`config.mk`:
```
export PLATFORM = sky130hd
export DESIGN_NAME = tmr_local_timer
export DESIGN_NICKNAME = d
export VERILOG_FILES = /design/src/rtl/tmr_pkg.sv /design/src/rtl/tmr_regfile.sv /design/src/rtl/tmr_prescaler.sv /design/src/rtl/tmr_downcounter.sv /design/src/rtl/tmr_irq_out.sv /design/src/rtl/tmr_local_timer.sv
export SDC_FILE = /design/constraint.sdc
export NUM_CORES = 1
export LEC_CHECK = 0
export ABC_AREA = 0
export BUFFER_PORTS_ARGS = -buffer_cell sky130_fd_sc_hd__buf_2
export CAP_MARGIN = 15
export CORE_MARGIN = 8
export CORE_UTILIZATION = 57
export DETAILED_ROUTE_END_ITERATION = 12
export PLACE_DENSITY = 0.79
export SLEW_MARGIN = 20
export SYNTH_ARGS = -nofsm -noshare
export SYNTH_HDL_FRONTEND = slang
export SYNTH_SLANG_ARGS = --single-unit
```
`constraint.sdc`:
```
create_clock -name clk -period 6.2 [get_ports clk]
set_clock_uncertainty 0.05 [all_clocks]
set_input_delay 1.24 -clock clk [delete_from_list [all_inputs] [get_ports clk]]
set_output_delay 1.24 -clock clk [all_outputs]
set_load 0.01 [all_outputs]
```
`src/rtl/tmr_pkg.sv`:
```
package tmr_pkg;
  localparam int VEC_W = 8;

  // Word addresses (byte offset / 4)
  localparam int WA_ENTRY = 'hC8;
  localparam int WA_START = 'hE0;
  localparam int WA_CUR   = 'hE4;
  localparam int WA_DIV   = 'hF8;

  // Bit positions inside the interrupt entry word
  localparam int ENTRY_MASK_BIT = 16;
  localparam int ENTRY_PER_BIT  = 17;

  typedef struct packed {
    logic             periodic;
    logic             mask;
    logic [VEC_W-1:0] vec;
  } entry_t;

  // Packs divide bits {3,1,0} into a 3-bit code; code+1 (mod 8) is the shift.
  function automatic logic [2:0] div_code(input logic [3:0] enc);
    return {enc[3], enc[1:0]};
  endfunction
endpackage

```
`src/rtl/tmr_regfile.sv`:
```
module tmr_regfile
  import tmr_pkg::*;
#(
  parameter int ADDR_W = 8,
  parameter int DATA_W = 32
) (
  input  logic              clk,
  input  logic              rst,
  input  logic              wr,
  input  logic              rd,
  input  logic [ADDR_W-1:0] addr,
  input  logic [DATA_W-1:0] wdata,
  input  logic [DATA_W-1:0] cur_cnt,
  output logic [DATA_W-1:0] rdata,
  output entry_t            entry,
  output logic [3:0]        div_enc,
  output logic [DATA_W-1:0] start_cnt,
  output logic              load
);
  localparam logic [ADDR_W-1:0] A_ENTRY = ADDR_W'(WA_ENTRY);
  localparam logic [ADDR_W-1:0] A_START = ADDR_W'(WA_START);
  localparam logic [ADDR_W-1:0] A_CUR   = ADDR_W'(WA_CUR);
  localparam logic [ADDR_W-1:0] A_DIV   = ADDR_W'(WA_DIV);

  logic unused_wbits;
  assign unused_wbits = ^{wdata[DATA_W-1:ENTRY_PER_BIT+1],
                          wdata[ENTRY_MASK_BIT-1:VEC_W], wdata[2]};

  assign load = wr && (addr == A_START);

  always_ff @(posedge clk) begin
    if (rst) begin
      entry     <= '{periodic: 1'b0, mask: 1'b1, vec: '0};
      div_enc   <= 4'h0;
      start_cnt <= '0;
    end else if (wr) begin
      case (addr)
        A_ENTRY: begin
          entry.vec      <= wdata[VEC_W-1:0];
          entry.mask     <= wdata[ENTRY_MASK_BIT];
          entry.periodic <= wdata[ENTRY_PER_BIT];
        end
        A_START: start_cnt <= wdata;
        A_DIV:   div_enc   <= {wdata[3], 1'b0, wdata[1:0]};
        default: ;
      endcase
    end
  end

  logic [DATA_W-1:0] rd_mux;
  always_comb begin
    rd_mux = '0;
    case (addr)
      A_ENTRY: begin
        rd_mux[VEC_W-1:0]     = entry.vec;
        rd_mux[ENTRY_MASK_BIT] = entry.mask;
        rd_mux[ENTRY_PER_BIT]  = entry.periodic;
      end
      A_START: rd_mux = start_cnt;
      A_CUR:   rd_mux = cur_cnt;
      A_DIV:   rd_mux[3:0] = div_enc;
      default: rd_mux = '0;
    endcase
  end

  always_ff @(posedge clk) begin
    if (rst)     rdata <= '0;
    else if (rd) rdata <= rd_mux;
  end
endmodule

```
`src/rtl/tmr_prescaler.sv`:
```
module tmr_prescaler
  import tmr_pkg::*;
#(
  parameter int MAX_SHIFT = 7
) (
  input  logic       clk,
  input  logic       rst,
  input  logic       restart,
  input  logic [3:0] div_enc,
  output logic       tick
);
  localparam int PRE_W = MAX_SHIFT;

  logic [2:0]       shift;
  logic [PRE_W:0]   pow2;
  logic [PRE_W-1:0] limit;
  logic [PRE_W-1:0] pre;

  always_comb begin
    shift = div_code(div_enc) + 3'd1;
    pow2  = (PRE_W+1)'(1) << shift;
    limit = PRE_W'(pow2 - 1'b1);
  end

  assign tick = (pre == limit);

  always_ff @(posedge clk) begin
    if (rst || restart) pre <= '0;
    else if (tick)      pre <= '0;
    else                pre <= pre + 1'b1;
  end
endmodule

```
`src/rtl/tmr_downcounter.sv`:
```
module tmr_downcounter #(
  parameter int CNT_W = 32
) (
  input  logic             clk,
  input  logic             rst,
  input  logic             load,
  input  logic [CNT_W-1:0] load_val,
  input  logic [CNT_W-1:0] reload_val,
  input  logic             periodic,
  input  logic             tick,
  output logic [CNT_W-1:0] cnt,
  output logic             expire
);
  localparam logic [CNT_W-1:0] ONE = CNT_W'(1);

  assign expire = !load && tick && (cnt == ONE);

  always_ff @(posedge clk) begin
    if (rst) begin
      cnt <= '0;
    end else if (load) begin
      cnt <= load_val;
    end else if (tick && cnt != '0) begin
      if (cnt == ONE) cnt <= periodic ? reload_val : '0;
      else            cnt <= cnt - ONE;
    end
  end
endmodule

```
`src/rtl/tmr_irq_out.sv`:
```
module tmr_irq_out
  import tmr_pkg::*;
(
  input  logic             clk,
  input  logic             rst,
  input  logic             expire,
  input  entry_t           entry,
  input  logic             ack,
  output logic             req,
  output logic [VEC_W-1:0] vec
);
  always_ff @(posedge clk) begin
    if (rst) begin
      req <= 1'b0;
      vec <= '0;
    end else if (expire && !entry.mask) begin
      req <= 1'b1;
      vec <= entry.vec;
    end else if (ack) begin
      req <= 1'b0;
    end
  end
endmodule

```
`src/rtl/tmr_local_timer.sv`:
```
module tmr_local_timer
  import tmr_pkg::*;
#(
  parameter int ADDR_W    = 8,
  parameter int DATA_W    = 32,
  parameter int MAX_SHIFT = 7
) (
  input  logic              clk,
  input  logic              rst,
  input  logic              bus_wr,
  input  logic              bus_rd,
  input  logic [ADDR_W-1:0] bus_addr,
  input  logic [DATA_W-1:0] bus_wdata,
  output logic [DATA_W-1:0] bus_rdata,
  output logic              irq_req,
  output logic [VEC_W-1:0]  irq_vec,
  input  logic              irq_ack
);
  entry_t            entry_w;
  logic [3:0]        div_w;
  logic [DATA_W-1:0] start_cnt_w;
  logic [DATA_W-1:0] cur_cnt_w;
  logic              load_w;
  logic              tick_w;
  logic              expire_w;
  logic              lvt_mask_w;
  logic              lvt_periodic_w;

  assign lvt_mask_w     = entry_w.mask;
  assign lvt_periodic_w = entry_w.periodic;

  tmr_regfile #(.ADDR_W(ADDR_W), .DATA_W(DATA_W)) u_regs (
    .clk(clk), .rst(rst), .wr(bus_wr), .rd(bus_rd), .addr(bus_addr),
    .wdata(bus_wdata), .cur_cnt(cur_cnt_w), .rdata(bus_rdata),
    .entry(entry_w), .div_enc(div_w), .start_cnt(start_cnt_w), .load(load_w)
  );

  tmr_prescaler #(.MAX_SHIFT(MAX_SHIFT)) u_pre (
    .clk(clk), .rst(rst), .restart(load_w), .div_enc(div_w), .tick(tick_w)
  );

  tmr_downcounter #(.CNT_W(DATA_W)) u_cnt (
    .clk(clk), .rst(rst), .load(load_w), .load_val(bus_wdata),
    .reload_val(start_cnt_w), .periodic(entry_w.periodic), .tick(tick_w),
    .cnt(cur_cnt_w), .expire(expire_w)
  );

  tmr_irq_out u_irq (
    .clk(clk), .rst(rst), .expire(expire_w), .entry(entry_w),
    .ack(irq_ack), .req(irq_req), .vec(irq_vec)
  );
endmodule

```
==> flow_summary.yaml <==
synth:
  synth-main-ff-cell: "dfxtp_1"
  yosysTopAreaCellShare_pct: 38.5
  yosys.area.top_type: "dfxtp_1"
  post-synth-top-count-cell: "nand2_1"
  synth_enable_flop_cells: 0
  syn_nets: 872
  synthTopCellsByCount: "nand2_1, dfxtp_1, a21oi_1, nor2_1, nand3_1"
  syn-cell-area_um2: 6510
  ys_types: 67
  avgSynthCellArea_um2: 7.93
  syn_inst: 820
  yosysSeqAreaShare_pct: 38.5
  ys_warn_count: 0
  postSynth.asyncResetShare_pct: 0
  ys_ff_latch: 125
  synth_area_leaders: "dfxtp_1, a21oi_1, nand2_1"
clocking:
  cts_buffers: 17
  max-clock-path-buffers: 2
  cts_tree: "yes"
  cts_resized: 0
  clock-sinks: 125
  path_clk_slew_ps: 60
  clockRootBuffer: "clkbuf_16"
  post-cts-setup-buffers: 0
  clk_latency_ps: 420
  htreeDepth: 4
  cts_hold_buf: 0
timing:
  hold_violations: 0
  max_slew_margin_pct: 28.6
  timing.hold.ws_ps: 414
  fmax_ghz: 0.231
  period_needed_ps: 4340
  drv_slew: 0
  tns_ps: 0
  tightest_slew_ps: 1060
  fin_crit_sh_pct: 70.0
  finalSetupViolations: 0
  rsz0062_at_grt: "no"
  fin_ws_ps: 1860
die:
  core_um2: 11300
  ios: 86
  die_h_um: 123
  die_w_um: 123
  start_util_pct: 57.7
  die-area_um2: 15100
  rows: 39
job:
  maxCapViolCount: 0
placement:
  dp_slack_ps: 1830
  dpl_cell_area_um2: 6940
  dp_cells: 998
  gp_congestion: 0.926
  place_hpwl_mm: 12.1
  port-buffer-count: 85
global_route:
  antenna_found_initial: 0
  grt_max_degree: 93
  overflow: 0
  grt_pass1_wl_mm: 29.6
  grt_pass1_vias: 6115
  grt.total_usage_pct: 24.5
routing:
  routed_via_density: 6.17
  drc: 0
  drtIter0Drc: 559
  dr.pass1.iters: 5
  vias: 6345
  routed_wl_mm: 18.2
  wl_per_cell_um: 17.7
  ant_nets: 0
finish:
  syn2layout_area_growth_pct: 15.0
  insertedDiodeCount: 0
  fin_cells: 1029
  final_util_pct: 66.4
  drive_above_1_share_pct: 17.9
  final_nets: 926
  post-route-cell-area_um2: 7480
setup_path:
  path_class: "register to register"
  cp_data_required_time_ps: 6440
  start_kind: "register"
  crit_fanout: 12
  worstPathArrival_ps: 4580
  r2r_slack_ps: 1860
  crit_path_end_kind: "register"
power:
  power.leakage_nw: 2.79
  total_power_mw: 3.03
  ir_drop_mv: 0.300
  p_per_area_nw_per_um2: 405
hold_path:
  hp-class: "register to register"
outcome:
  outcome: "finished clean"
## registers in the layout, indices dropped and copies added (netlist names)
signal,cells
u_cnt.cnt,32
u_regs.rdata,32
u_regs.start_cnt,32
u_regs.entry,10
u_irq.vec,8
u_pre.pre,7
u_regs.div_enc,3
u_irq.req,1
## routing by layer
| layer | global-route usage, % | wire [um] | part of all wire, % | up-vias |
|---|---|---|---|---|
| li1 | - | - | - | 3025 |
| met1 | 30.1 | 7700 | 42 | 2990 |
| met2 | 38.8 | 8640 | 47 | 281 |
| met3 | 6.39 | 1430 | 7.8 | 49 |
| met4 | 12.6 | 463 | 2.5 | 0 |
| met5 | 0 | 0 | 0 | - |
## critical path: stages, from the launching register on
cell and delay [ps]:
dfxtp_1 550, inv_1 130, nor2_1 160, ha_1 250, or3b_1 400, ha_1 230, xor2_1 160, xnor2_1 140
nor3_1 380, nand4_1 320, nor2_1 820, mux2i_1 170, a2111oi_0 430
## placed cells by master (no fill, tap or decap), drive strengths merged, types with 3 or more instances in the layout
master and n:
and2 4, nor4 13, nor2 65, a21o 6
and3 11, clkinv 7, mux2i 20, a221oi 4
nor2b 4, o31ai 7, o21ai 31, or3 4
xor2 7, nand3 52, dfxtp 125, xnor2 12
clkbuf 20, buf 93, clkinvlp 4, nor3b 3
a31oi 6, nand2 131, o211ai 17, o21a 3
a211oi 5, a21oi 100, nor3 18, nand2b 28
mux2 22, o32ai 6, a311oi 4, ha 7
inv 10
## final cells by class
cell class	count	area, um^2
Fill cell	926	3790
Multi-Input combinational cell	626	3740
Sequential cell	125	2500
Timing Repair Buffer	93	488
Clock buffer	20	437
Tap cell	143	179
Clock inverter	11	97.6
Inverter	11	41.3
## path summary, 6_finish.rpt
path / from / to / cells after the start
hold reg to reg: u_regs.rdata[19]$_SDFFE_PP0P_ / u_regs.rdata[19]$_SDFFE_PP0P_ / 2
hold / removal: u_regs.rdata[19]$_SDFFE_PP0P_ / u_regs.rdata[19]$_SDFFE_PP0P_ / 2
setup reg to reg: u_regs.div_enc[1]$_SDFFE_PP0P_ / u_cnt.cnt[28]$_SDFFE_PP0P_ / 12
setup / recovery: u_regs.div_enc[1]$_SDFFE_PP0P_ / u_cnt.cnt[28]$_SDFFE_PP0P_ / 12
## logic make-up after synthesis
group | after synthesis | share of synthesized area, %
DFF | 125 | 38.5
adders and majority gates | 7 | 1.35
and+or+nand+nor | 347 | 26.1
xor gates and xnor gates | 19 | 2.56
AOI/OAI and AO/OA | 211 | 20.2
buffers and inverters | 69 | 4.48
muxes | 42 | 6.88
## power breakdown
group	internal [mW]	total (mW)	switching, mW	leakage [nW]
clock network	0.545	0.901	0.356	0.252
logic	0.453	1.15	0.697	1.52
registers	0.878	0.985	0.107	1.01
No activity file was read; power rests on OpenSTA's default activity.
